<file path="src/rtl/jtag_wrap_pkg.sv">
package jtag_wrap_pkg;

  localparam int IR_W = 4;

  typedef enum logic [3:0] {
    ST_RESET   = 4'd0,
    ST_IDLE    = 4'd1,
    ST_SEL_DR  = 4'd2,
    ST_CAP_DR  = 4'd3,
    ST_SH_DR   = 4'd4,
    ST_EX1_DR  = 4'd5,
    ST_PAU_DR  = 4'd6,
    ST_EX2_DR  = 4'd7,
    ST_UPD_DR  = 4'd8,
    ST_SEL_IR  = 4'd9,
    ST_CAP_IR  = 4'd10,
    ST_SH_IR   = 4'd11,
    ST_EX1_IR  = 4'd12,
    ST_PAU_IR  = 4'd13,
    ST_EX2_IR  = 4'd14,
    ST_UPD_IR  = 4'd15
  } tapState_e;

  typedef struct packed {
    logic inReset;
    logic capIr;
    logic shIr;
    logic updIr;
    logic capDr;
    logic shDr;
    logic updDr;
  } tapStrobes_t;

endpackage

</file>
<file path="src/rtl/jtag_tap_ctrl.sv">
module jtag_tap_ctrl
  import jtag_wrap_pkg::*;
(
  input  logic        tck,
  input  logic        trstN,
  input  logic        tms,
  output tapStrobes_t strb
);

  tapState_e state, nextState;

  always_comb begin
    nextState = state;
    unique case (state)
      ST_RESET:  nextState = tms ? ST_RESET  : ST_IDLE;
      ST_IDLE:   nextState = tms ? ST_SEL_DR : ST_IDLE;
      ST_SEL_DR: nextState = tms ? ST_SEL_IR : ST_CAP_DR;
      ST_CAP_DR: nextState = tms ? ST_EX1_DR : ST_SH_DR;
      ST_SH_DR:  nextState = tms ? ST_EX1_DR : ST_SH_DR;
      ST_EX1_DR: nextState = tms ? ST_UPD_DR : ST_PAU_DR;
      ST_PAU_DR: nextState = tms ? ST_EX2_DR : ST_PAU_DR;
      ST_EX2_DR: nextState = tms ? ST_UPD_DR : ST_SH_DR;
      ST_UPD_DR: nextState = tms ? ST_SEL_DR : ST_IDLE;
      ST_SEL_IR: nextState = tms ? ST_RESET  : ST_CAP_IR;
      ST_CAP_IR: nextState = tms ? ST_EX1_IR : ST_SH_IR;
      ST_SH_IR:  nextState = tms ? ST_EX1_IR : ST_SH_IR;
      ST_EX1_IR: nextState = tms ? ST_UPD_IR : ST_PAU_IR;
      ST_PAU_IR: nextState = tms ? ST_EX2_IR : ST_PAU_IR;
      ST_EX2_IR: nextState = tms ? ST_UPD_IR : ST_SH_IR;
      ST_UPD_IR: nextState = tms ? ST_SEL_DR : ST_IDLE;
      default:   nextState = ST_RESET;
    endcase
  end

  always_ff @(posedge tck or negedge trstN) begin
    if (!trstN) state <= ST_RESET;
    else        state <= nextState;
  end

  always_comb begin
    strb.inReset = (state == ST_RESET);
    strb.capIr   = (state == ST_CAP_IR);
    strb.shIr    = (state == ST_SH_IR);
    strb.updIr   = (state == ST_UPD_IR);
    strb.capDr   = (state == ST_CAP_DR);
    strb.shDr    = (state == ST_SH_DR);
    strb.updDr   = (state == ST_UPD_DR);
  end

  // Checker counter: consecutive rising edges with tms high, saturating at 5
  logic [2:0] tmsHighRun;
  always_ff @(posedge tck or negedge trstN) begin
    if (!trstN)                tmsHighRun <= '0;
    else if (!tms)             tmsHighRun <= '0;
    else if (tmsHighRun != 3'd5) tmsHighRun <= tmsHighRun + 3'd1;
  end

  // five tms-high clocks always land in Test-Logic-Reset
  p_reset_after_five_r2: assert property (@(posedge tck) disable iff (!trstN)
    (tmsHighRun == 3'd5) |-> (state == ST_RESET));

  // Update-DR never lasts more than one cycle
  p_update_one_cycle_r9: assert property (@(posedge tck) disable iff (!trstN)
    strb.updDr |=> !strb.updDr);

  // Capture-IR is always followed by Shift-IR or Exit1-IR
  p_capir_next_r3: assert property (@(posedge tck) disable iff (!trstN)
    strb.capIr |=> (state == ST_SH_IR || state == ST_EX1_IR));

endmodule

</file>
<file path="src/rtl/jtag_wrap_datapath.sv">
module jtag_wrap_datapath
  import jtag_wrap_pkg::*;
#(
  parameter logic [IR_W-1:0] OP_BYPASS   = '1,
  parameter logic [IR_W-1:0] OP_WRAP_INS = 4'h8,
  parameter logic [IR_W-1:0] OP_WRAP_DAT = 4'h9,
  parameter logic [IR_W-1:0] IR_CAPTURE  = 4'b0001
) (
  input  logic        tck,
  input  logic        trstN,
  input  logic        tdi,
  input  tapStrobes_t strb,
  input  logic        wrapSoReturn,
  output logic        tdo,
  output logic        tdoEn,
  output logic        wrapSelInstr,
  output logic        wrapShiftInstr,
  output logic        wrapUpdateInstr,
  output logic        wrapShiftData,
  output logic        wrapUpdateData
);

  logic [IR_W-1:0] irShift;
  logic [IR_W-1:0] irActive;
  logic            bypassBit;
  logic            returnBit;
  logic            isWrapIns, isWrapDat, wrapPath;

  always_ff @(posedge tck or negedge trstN) begin
    if (!trstN)          irShift <= '0;
    else if (strb.capIr) irShift <= IR_CAPTURE;
    else if (strb.shIr)  irShift <= {tdi, irShift[IR_W-1:1]};
  end

  always_ff @(posedge tck or negedge trstN) begin
    if (!trstN)            irActive <= OP_BYPASS;
    else if (strb.inReset) irActive <= OP_BYPASS;
    else if (strb.updIr)   irActive <= irShift;
  end

  assign isWrapIns = (irActive == OP_WRAP_INS);
  assign isWrapDat = (irActive == OP_WRAP_DAT);
  assign wrapPath  = isWrapIns | isWrapDat;

  always_ff @(posedge tck or negedge trstN) begin
    if (!trstN) begin
      bypassBit <= 1'b0;
      returnBit <= 1'b0;
    end else if (strb.capDr) begin
      bypassBit <= 1'b0;
      returnBit <= 1'b0;
    end else if (strb.shDr) begin
      bypassBit <= tdi;
      returnBit <= wrapSoReturn;
    end
  end

  always_ff @(negedge tck or negedge trstN) begin
    if (!trstN) begin
      tdo   <= 1'b0;
      tdoEn <= 1'b0;
    end else begin
      tdoEn <= strb.shIr | strb.shDr;
      if (strb.shIr)      tdo <= irShift[0];
      else if (strb.shDr) tdo <= wrapPath ? returnBit : bypassBit;
      else                tdo <= 1'b0;
    end
  end

  assign wrapSelInstr    = isWrapIns;
  assign wrapShiftInstr  = isWrapIns & strb.shDr;
  assign wrapUpdateInstr = isWrapIns & strb.updDr;
  assign wrapShiftData   = isWrapDat & strb.shDr;
  assign wrapUpdateData  = isWrapDat & strb.updDr;

  // at most one wrapper strobe at a time
  p_one_strobe_r4: assert property (@(posedge tck) disable iff (!trstN)
    $onehot0({wrapShiftInstr, wrapUpdateInstr, wrapShiftData, wrapUpdateData}));

  // instruction-path strobes only with select high
  p_ins_sel_high_r4: assert property (@(posedge tck) disable iff (!trstN)
    (wrapShiftInstr | wrapUpdateInstr) |-> wrapSelInstr);

  // data-path strobes only with select low
  p_dat_sel_low_r5: assert property (@(posedge tck) disable iff (!trstN)
    (wrapShiftData | wrapUpdateData) |-> !wrapSelInstr);

  // Capture-IR leaves the fixed pattern in the shift stage
  p_ir_capture_r3: assert property (@(posedge tck) disable iff (!trstN)
    strb.capIr |=> (irShift == IR_CAPTURE));

  // Test-Logic-Reset restores BYPASS
  p_reset_bypass_r2: assert property (@(posedge tck) disable iff (!trstN)
    strb.inReset |=> (irActive == OP_BYPASS));

  // opcode only changes on leaving Update-IR or Test-Logic-Reset
  p_ir_stable_r6: assert property (@(posedge tck) disable iff (!trstN)
    (!strb.updIr && !strb.inReset) |=> $stable(irActive));

endmodule

</file>
<file path="src/rtl/jtag_wrap_bridge.sv">
module jtag_wrap_bridge
  import jtag_wrap_pkg::*;
(
  input  logic tck,
  input  logic tms,
  input  logic tdi,
  input  logic trstN,
  output logic tdo,
  output logic tdoEn,
  output logic wrapClk,
  output logic wrapRstN,
  output logic wrapSelInstr,
  output logic wrapShiftInstr,
  output logic wrapUpdateInstr,
  output logic wrapShiftData,
  output logic wrapUpdateData,
  output logic wrapSi,
  input  logic wrapSoReturn
);

  tapStrobes_t strb;

  assign wrapClk  = tck;
  assign wrapRstN = trstN;
  assign wrapSi   = tdi;

  jtag_tap_ctrl u_ctrl (
    .tck   (tck),
    .trstN (trstN),
    .tms   (tms),
    .strb  (strb)
  );

  jtag_wrap_datapath u_dp (
    .tck             (tck),
    .trstN           (trstN),
    .tdi             (tdi),
    .strb            (strb),
    .wrapSoReturn    (wrapSoReturn),
    .tdo             (tdo),
    .tdoEn           (tdoEn),
    .wrapSelInstr    (wrapSelInstr),
    .wrapShiftInstr  (wrapShiftInstr),
    .wrapUpdateInstr (wrapUpdateInstr),
    .wrapShiftData   (wrapShiftData),
    .wrapUpdateData  (wrapUpdateData)
  );

endmodule

</file>
<file path="config.mk">
export PLATFORM = sky130hd
export DESIGN_NAME = jtag_wrap_bridge
export DESIGN_NICKNAME = d
export VERILOG_FILES = /design/src/rtl/jtag_wrap_pkg.sv /design/src/rtl/jtag_tap_ctrl.sv /design/src/rtl/jtag_wrap_datapath.sv /design/src/rtl/jtag_wrap_bridge.sv
export SDC_FILE = /design/constraint.sdc
export NUM_CORES = 1
export LEC_CHECK = 0
export BUFFER_PORTS_ARGS = -buffer_cell sky130_fd_sc_hd__buf_2
export CAP_MARGIN = 20
export CORE_ASPECT_RATIO = 1.1
export CORE_UTILIZATION = 48
export CTS_CLUSTER_DIAMETER = 30
export DETAILED_ROUTE_END_ITERATION = 16
export MAX_ROUTING_LAYER = met4
export PLACE_DENSITY = 0.69
export SYNTH_ARGS = -nofsm -noshare
export SYNTH_HDL_FRONTEND = slang
export SYNTH_SLANG_ARGS = --single-unit
</file>
<file path="constraint.sdc">
create_clock -name tck -period 1.5 [get_ports tck]
set_clock_uncertainty 0.2 [all_clocks]
set_input_delay 0 -clock tck [delete_from_list [all_inputs] [get_ports tck]]
set_output_delay 0 -clock tck [all_outputs]
set_load 0.005 [all_outputs]
</file>
# Word level (Yosys, flattened, before mapping)
# Cells that the tools add are included.
[word_totals]
register_bits = 16
in_bits = 5
output_inout_bits = 10
wordCells = 61
[op_classes]
eq_ne = 17
muxes = 24
bitwise = 6
reduce_logical = 7
[op_table]
columns = ["cell", "count"]
rows = [
  ["4-bit one-hot mux with 12 select lines", 1],
  ["4-bit equality test (second input constant)", 10],
  ["4-bit two-way mux", 8],
  ["4-bit by 3-bit equality test with 1-bit output (second input constant)", 4],
  ["1-bit two-way mux", 10],
  ["4-bit by 2-bit equality test with 1-bit output (second input constant)", 2],
  ["2-bit two-way mux", 3],
  ["3-bit two-way mux", 2],
  ["2-bit nonzero test", 3],
  ["1-bit AND", 4],
  ["4-bit by 1-bit equality test with 1-bit output (second input constant)", 1],
  ["4-bit zero test", 1],
  ["2-bit OR reduction", 2],
  ["3-bit OR reduction", 1],
  ["1-bit bitwise OR", 2],
]

# Longest topological paths before layout
# Gate-level depths: netlist (run 1).
[depth]
word_depth = 5
depth_mapped = 5

# Hierarchy
# Synthesis (run 1) repeated with hierarchy kept, for this count alone.
[hier_totals]
cells_unflattened = 96
hier_area_um2 = 963.4
[by_module_without_submodules]
columns = ["mod", "instances", "cells_per_inst", "area_per_inst_um2"]
rows = [
  ["jtag_wrap_datapath", 1, 44, 539.3],
  ["jtag_tap_ctrl", 1, 49, 401.6],
  ["jtag_wrap_bridge", 1, 3, 22.5],
]

==> impl_metrics.py, run 1 <==
metrics = {
    "yosys": {
        "ys_ff_latch": 16,
        "synth_warnings": 0,
        "syn-cell-area_um2": 917,
        "ys_seq_area_share_pct": 44.2,
        "synth_edf_count": 0,
        "synth_area_leaders": "dfrtp_1 (27%), dfstp_2 (11%), dfrtn_1 (5.5%), o21ai_0 (5.5%), nand2_1 (4.9%)",
        "synth_cells": 104,
        "synthesis.nets": 109,
        "synth_top_area_share_pct": 27.3,
        "async_flop_share_pct": 100,
        "synthFlopType": "dfrtp_1",
        "ys_types": 37,
        "avgSynthCellArea_um2": 8.82,
        "yosysTopAreaCell": "dfrtp_1",
    },
    "critical_path": {
        "startpoint_type": "register",
        "endpoint_kind": "register",
        "crit_type": "reg -> reg",
        "critPathMaxFanout": 2,
        "cp.arrival_ns": 1.42,
        "crit_required_ns": 0.80,
    },
    "placed_design": {
        "dp_cells": 142,
        "dp_hpwl_um": 1330,
        "dp_slack_ns": -0.633,
        "io_buffers": 14,
        "routabilityCongestion": 0.746,
    },
    "grt": {
        "grt_overflow_total": 0,
        "grt_pass1_wl_um": 3360,
        "antenna_found_initial": 0,
        "grt.total_usage_pct": 24.0,
        "grt_pass1_vias": 746,
        "grt_max_degree": 24,
    },
    "cts": {
        "path_clk_slew_ns": 0.09,
        "clk_latency_ns": 0.38,
        "cts_tree": "done",
    },
    "route": {
        "avgViaCountPerCell": 5.64,
        "vias": 880,
        "drt_iter0_drc": 21,
        "drtPass1Iterations": 10,
        "wl_per_cell_um": 14.2,
        "wirelength_um": 2210,
        "drcViolationCount": 2,
        "ant_nets": 0,
    },
    "run_status": {
        "violations": "design-rule violations, negative setup slack",
        "status": "complete, but fails checks",
    },
    "sta": {
        "drv_slew": 0,
        "fin_ws_ns": -0.614,
        "setup_viol": 11,
        "slew_headroom_pct": 75.9,
        "hold_viol_final": 0,
        "tightest_slew_ns": 0.361,
        "rsz0062_at_grt": "yes",
    },
    "finish": {
        "areaGrowthSynthToFinish_pct": 42.7,
        "nets": 144,
        "finalNonFillerCells": 156,
        "insertedDiodeCount": 0,
        "drive_above_1_share_pct": 43.5,
    },
    "hold_path": {
        "min_path_type": "clk -> out",
    },
    "die": {
        "pin_count": 15,
        "die_h_um": 47.8,
        "core_um2": 1780,
        "die_w_um": 43.7,
        "start_util_pct": 51.5,
        "rows": 16,
        "dieArea_um2": 2090,
    },
    "power_and_ir_drop": {
        "sw_frac_of_total_pct": 38.0,
        "irDropWorstVdd_v": 0.00114,
        "comb_power_share_pct": 55.0,
        "p_leak_nw": 0.606,
        "pwr_density_cell_nw_per_um2": 2030,
        "power.share.clock_pct": 15.8,
        "p_sw_w": 0.00101,
        "p_seq_share_pct": 29.2,
        "p_int_w": 0.00165,
    },
    "job": {
        "max_cap_viol_count": 0,
    },
}
[cells by family after synthesis]
group | count (synthesis) | synth area share (%)
XOR/XNOR | 1 | 0.955
buffers and inverters | 15 | 8.73
AND/OR/NAND/NOR | 38 | 22.2
AO/OA/AOI/OAI | 32 | 21.7
flip-flops | 16 | 44.2
multiplexers | 2 | 2.18
[placed cells by master (no fill, tap or decap), types with 2 or more instances in the layout]
cell,count
a21oi_1,6
a22oi_1,3
buf_2,14
buf_4,15
buf_6,3
clkbuf_4,6
dfrtn_1,2
dfrtp_1,10
dfstp_2,4
dlygate4sd3_1,5
inv_1,4
mux2i_1,2
nand2_1,12
nand2b_1,2
nor2_1,4
nor2b_1,2
nor3b_1,2
nor4_1,2
o21ai_0,5
o21ai_1,6
o22ai_2,3
[flip-flops by register name (all words and copies together), names as in the netlist]
name	count
u_dp.tdoEn	1
u_dp.returnBit	1
u_dp.irShift	4
u_dp.bypassBit	1
u_dp.tdo	1
u_dp.irActive	4
u_ctrl.state	4
[power groups by stage]
stage / registers [W] / clock network [W] / logic, W
6_report: 0.000778 / 0.000421 / 0.00146
5_1_grt: 0.000803 / 0.000459 / 0.00160
4_1_cts: 0.000770 / 0.000437 / 0.00130
3_5_place_dp: 0.000775 / 0.0000290 / 0.00117
3_3_place_gp: 0.000769 / 0.0000290 / 0.00114
2_1_floorplan: 0.000788 / 0.0000432 / 0.000757
[final cells by class]
class / instances / area (um2)
fillers: 133 / 473
well taps: 18 / 22.5
flip-flops and latches: 16 / 405
inverters: 4 / 15.0
repair buffers: 37 / 282
multi-input cells: 73 / 520
clock buffers: 8 / 63.8
[synthesized netlist by cell type, types with 4 or more instances]
| cell type | n |
|---|---|
| nand2_1 | 12 |
| dfrtp_1 | 10 |
| o21ai_0 | 10 |
| a21oi_1 | 7 |
| nor2_1 | 6 |
| a22oi_1 | 4 |
| buf_2 | 4 |
| dfstp_2 | 4 |
| inv_1 | 4 |
[routing by layer]
| layer | wire length [um] | track usage (%) |
|---|---|---|
| met2 | 1090 | 36.1 |
| met4 | 22 | 14.4 |
| met5 | 0 | - |
| met3 | 58 | 3.77 |
| met1 | 1050 | 30.7 |
[final timing paths]
kind / startpoint / end / slack (ns) / cells after the start
min in group asynchronous: trstN / u_ctrl.state[0] / 0.35 / 3
setup reg to reg: u_dp.irActive[3] / u_dp.tdo / -0.61 / 3
max in group asynchronous: trstN / u_dp.irActive[3] / 0.28 / 4
hold reg to reg: u_dp.irShift[0] / u_dp.irActive[0] / 0.32 / 2
hold / removal: tck / wrapClk / 0.11 / 3
setup / recovery: u_dp.irActive[3] / u_dp.tdo / -0.61 / 3
[critical path, cell delays in order, from the launching register on]
cell	delay [ns]
dfstp_2	0.54
nor3b_4	0.21
mux2i_1	0.21
o21ai_1	0.07
[repair_timing]
action | CTS | global route
hold buffers | 5 | 0
pin swaps | 4 | 4
setup endpoints to repair | 13 | 19
setup buffers | 2 | 0
endpoints found under the hold margin | 23 | 0
resized for setup | 10 | 16
[metrics by stage]
step	hold slack, ns	power, W	util [%]	area, um2	TNS [ns]
finish	0.110	0.00266	73.5	1310	-3.91
global route	0.131	0.00286	73.5	1310	-4.52
CTS	0.124	0.00250	70.2	1250	-3.87
detailed placement	-0.375	0.00197	60.8	1080	-1.45
global placement	-0.378	0.00193	60.8	1080	-1.31
floorplan	-0.496	0.00159	-	928	-1.35
No activity file was read; power rests on OpenSTA's default activity.
==> run 2: changes to the inputs <==
PLACE_DENSITY = unset   (was 0.69)
PLACE_DENSITY_LB_ADDON = 0.2   (was unset)
==> impl_metrics.py, run 2 (synthesis results as in run 1) <==
metrics = {
    "route": {
        "wl_met3_um": 74,
        "ant_nets": 0,
        "drt_iter0_drc": 21,
        "wl_per_cell_um": 14.0,
        "drtPass1Iterations": 10,
        "wl_met1_um": 1020,
        "avgViaCountPerCell": 5.66,
        "drcViolationCount": 2,
        "top_layer_used": "met4",
        "vias": 871,
        "met2RoutedLength_um": 1040,
        "wirelength_um": 2150,
    },
    "sta": {
        "fin_ws_ns": -0.609,
        "drv_slew": 0,
        "tightest_slew_ns": 0.543,
        "rsz0062_at_grt": "yes",
        "slew_headroom_pct": 63.7,
        "hold_viol_final": 0,
        "setup_viol": 11,
    },
    "cts": {
        "clk_latency_ns": 0.39,
        "cts_tree": "done",
        "path_clk_slew_ns": 0.09,
    },
    "finish": {
        "drive_above_1_share_pct": 39.0,
        "nets": 142,
        "final_common_cell": "buf_2",
        "insertedDiodeCount": 0,
        "areaGrowthSynthToFinish_pct": 36.3,
        "reg_top3": "u_ctrl.state x4, u_dp.irActive x4, u_dp.irShift x4",
        "mostFrequentLayoutCells": "buf_2 (14), buf_4 (13), nand2_1 (12)",
    },
    "hold_path": {
        "min_path_type": "clk -> out",
    },
    "critical_path": {
        "worst-path-buf-inv": 0,
        "crit_required_ns": 0.80,
        "critPathMaxFanout": 2,
        "cp_slowest_cell": "dfstp_2",
        "endpoint_kind": "register",
        "cp.arrival_ns": 1.41,
        "cp_top_family": "flip-flops",
        "crit_type": "reg -> reg",
        "slowest_delay_ns": 0.54,
        "startpoint_type": "register",
        "cp_cell_sequence": "nor3b_4, mux2i_1, o21ai_1",
    },
    "placed_design": {
        "dp_slack_ns": -0.626,
        "dp_hpwl_um": 1340,
        "io_buffers": 14,
        "routabilityCongestion": 0.783,
    },
    "grt": {
        "antenna_found_initial": 0,
        "grt_overflow_total": 0,
        "grt_pass1_wl_um": 3240,
        "grt.total_usage_pct": 23.1,
        "grt_pass1_vias": 739,
        "grt_max_degree": 24,
    },
    "job": {
        "max_cap_viol_count": 0,
    },
    "die": {
        "rows": 16,
        "pin_count": 15,
        "die_w_um": 43.7,
        "dieArea_um2": 2090,
        "start_util_pct": 51.5,
        "core_um2": 1780,
        "die_h_um": 47.8,
    },
    "power_and_ir_drop": {
        "power_w": 0.00251,
        "pwr_density_cell_nw_per_um2": 2010,
        "irDropWorstVdd_v": 0.00106,
        "p_leak_nw": 0.585,
    },
    "run_status": {
        "status": "complete, but fails checks",
        "violations": "design-rule violations, negative setup slack",
    },
}
-- run 2: cell count changes in the layout (fill, tap and decap cells not counted), moves of 2 or more --
cell / change
o21ai_0: +4
nor2_1: +2
o21ai_1: -5
o22ai_2: -2
buf_4: -2
-- run 2: layout make-up --
class	instances	area (um2)
Clock buffer	8	53.8
Fill cell	146	532
Sequential cell	16	405
Inverter	4	15.0
Tap cell	18	22.5
Timing Repair Buffer	35	258
Multi-Input combinational cell	73	495
-- run 2: power by group --
part           switching (W)  internal (W)  leakage (nW)
Clock               0.000176      0.000209        0.0327
Sequential          0.000128      0.000650         0.194
Combinational       0.000679      0.000669         0.358
-- run 2: worst min-delay path: cells and delay by family --
kind     cells  cell delay [ns]
buf+inv      3             0.31
-- run 2: per-stage QoR --
step                setup TNS [ns]  hold slack, ns  util (%)  cells  cell area, um2
detailed placement           -1.38          -0.353      60.4    141            1080
global placement             -1.31          -0.356      60.4    141            1080
CTS                          -3.79           0.123      68.1    154            1210
floorplan                    -1.35          -0.496         -    104             928
finish                       -3.73           0.109      70.2    154            1250
global route                 -4.24           0.150      70.2    154            1250
-- run 2: path summary, 6_finish.rpt --
kind	slack, ns	to	cells after the start	startpoint
worst max-delay path	-0.61	u_dp.tdo	3	u_dp.irActive[3]
worst min-delay path	0.11	wrapClk	3	tck
worst max register to register	-0.61	u_dp.tdo	3	u_dp.irActive[3]
worst min register to register	0.33	u_dp.irShift[3]	2	u_dp.irShift[3]
max in group asynchronous	0.21	u_dp.irActive[3]	4	trstN
min in group asynchronous	0.36	u_dp.tdo	2	trstN
-- run 2: what timing repair did --
action | in CTS | in global routing
resized for setup | 7 | 7
cloned | 0 | 0
buffers inserted | 1 | 0
endpoints found under the hold margin | 23 | 0
hold buffers | 5 | 0
pin swaps | 3 | 1
endpoints found under the setup margin | 11 | 14
-- run 2: per-layer routing --
layer	GRT usage (%)	vias to the layer above
li1	-	434
met1	27.5	409
met2	34.3	25
met3	6.42	3
met4	15.6	0
met5	-	-
==> run 3: changes to the inputs <==
SETUP_SLACK_MARGIN = 0.15   (was unset)
SKIP_CTS_REPAIR_TIMING = 1   (was unset)
==> impl_metrics.py, run 3 (synthesis results as in run 1) <==
metrics = {
    "run_status": {
        "status": "complete, but fails checks",
        "violations": "design-rule violations, negative setup slack",
    },
    "die": {
        "die_w_um": 43.7,
        "die_h_um": 47.8,
        "core_um2": 1780,
        "rows": 16,
        "dieArea_um2": 2090,
        "start_util_pct": 51.5,
        "pin_count": 15,
    },
    "power_and_ir_drop": {
        "p_seq_share_pct": 24.2,
        "comb_power_share_pct": 64.1,
        "irDropWorstVdd_v": 0.00143,
        "sw_frac_of_total_pct": 39.0,
        "power.share.clock_pct": 11.7,
        "p_leak_nw": 0.720,
        "p_sw_w": 0.00135,
        "p_int_w": 0.00211,
        "pwr_density_cell_nw_per_um2": 2210,
    },
    "critical_path": {
        "critPathMaxFanout": 2,
        "startpoint_type": "register",
        "crit_required_ns": 0.82,
        "cp_cell_sequence": "nor3b_4, mux2i_1, o21ai_1",
        "cp_slowest_cell": "dfstp_2",
        "crit_type": "reg -> reg",
        "worst-path-buf-inv": 0,
        "cp.arrival_ns": 1.53,
        "cp_top_family": "flip-flops",
        "endpoint_kind": "register",
        "slowest_delay_ns": 0.55,
    },
    "finish": {
        "insertedDiodeCount": 0,
        "final_common_cell": "buf_4",
        "areaGrowthSynthToFinish_pct": 70.1,
        "mostFrequentLayoutCells": "buf_4 (17), buf_2 (14), buf_6 (10)",
        "multiInputGateArea_um2": 577,
        "fin_util_pct": 87.6,
        "reg_top3": "u_ctrl.state x4, u_dp.irActive x4, u_dp.irShift x4",
        "fillCellCount": 85,
        "drive_above_1_share_pct": 56.2,
        "nets": 159,
        "ff_latch_area_um2": 407,
        "final_area_um2": 1560,
    },
    "route": {
        "vias": 1004,
        "drtPass1Iterations": 10,
        "wl_per_cell_um": 18.6,
        "drcViolationCount": 2,
        "ant_nets": 0,
        "wirelength_um": 3190,
        "drt_iter0_drc": 24,
        "avgViaCountPerCell": 5.87,
    },
    "sta": {
        "rsz0062_at_grt": "yes",
        "hold_viol_final": 0,
        "setup_viol": 23,
        "tightest_slew_ns": 0.396,
        "fin_ws_ns": -0.707,
        "slew_headroom_pct": 73.5,
        "drv_slew": 0,
    },
    "placed_design": {
        "dp_hpwl_um": 1370,
        "post_dp_cell_area_um2": 1080,
        "routabilityCongestion": 0.777,
        "io_buffers": 14,
    },
    "grt": {
        "grt_pass1_vias": 682,
        "grt_pass1_wl_um": 3170,
        "antenna_found_initial": 0,
        "grt_overflow_total": 0,
        "grt_max_degree": 24,
        "grt.total_usage_pct": 23.1,
    },
    "hold_path": {
        "min_path_type": "clk -> out",
    },
    "cts": {
        "path_clk_slew_ns": 0.09,
        "clk_latency_ns": 0.42,
        "cts_tree": "done",
    },
    "job": {
        "max_cap_viol_count": 0,
    },
}
## run 3: per-stage QoR
| stage | power (W) | hold WS [ns] | worst slack [ns] | setup TNS, ns | std cells |
|---|---|---|---|---|---|
| 3_3_place_gp | 0.00192 | -0.356 | -0.589 | -1.30 | 141 |
| 5_1_grt | 0.00365 | 0.151 | -0.791 | -6.44 | 171 |
| 3_5_place_dp | 0.00197 | -0.352 | -0.660 | -1.45 | 141 |
| 2_1_floorplan | 0.00159 | -0.496 | -0.609 | -1.35 | 104 |
| 4_1_cts | 0.00233 | -0.769 | -0.677 | -4.00 | 148 |
| 6_report | 0.00345 | 0.117 | -0.707 | -5.29 | 171 |
## run 3: path summary, 6_finish.rpt
| path | end | slack [ns] | depth (start not counted) | startpoint |
|---|---|---|---|---|
| worst max-delay path | u_dp.tdo | -0.71 | 3 | u_dp.irActive[3] |
| worst min-delay path | wrapClk | 0.12 | 3 | tck |
| worst max register to register | u_dp.tdo | -0.71 | 3 | u_dp.irActive[3] |
| worst min register to register | u_dp.irActive[0] | 0.32 | 2 | u_dp.irShift[0] |
| max in group asynchronous | u_dp.irActive[3] | 0.43 | 4 | trstN |
| min in group asynchronous | u_dp.tdo | 0.33 | 2 | trstN |
## run 3: worst min-delay path, stage by stage
cell and delay, ns:
clkbuf_4 0.10, clkbuf_4 0.12, buf_2 0.10
## run 3: routing by layer
| metal | track usage [%] | wire length (um) | vias to the layer above |
|---|---|---|---|
| met3 | 6.42 | 118 | 10 |
| li1 | - | - | 471 |
| met1 | 27.6 | 1330 | 486 |
| met2 | 33.1 | 1660 | 37 |
| met5 | - | 0 | - |
| met4 | 17.5 | 80 | 0 |
## run 3: cell type report
class,count,share of cell area [%]
Tap cell,18,1.44
Multi-Input combinational cell,73,37.0
Clock buffer,8,3.45
Inverter,4,0.962
Sequential cell,16,26.1
Timing Repair Buffer,52,31.1
## run 3: power by group through the flow
stage | registers (W) | clock network [W] | logic, W
6_report | 0.000835 | 0.000405 | 0.00221
3_3_place_gp | 0.000773 | 0.0000290 | 0.00112
5_1_grt | 0.000847 | 0.000448 | 0.00235
2_1_floorplan | 0.000788 | 0.0000432 | 0.000757
4_1_cts | 0.000765 | 0.000402 | 0.00117
3_5_place_dp | 0.000774 | 0.0000290 | 0.00116
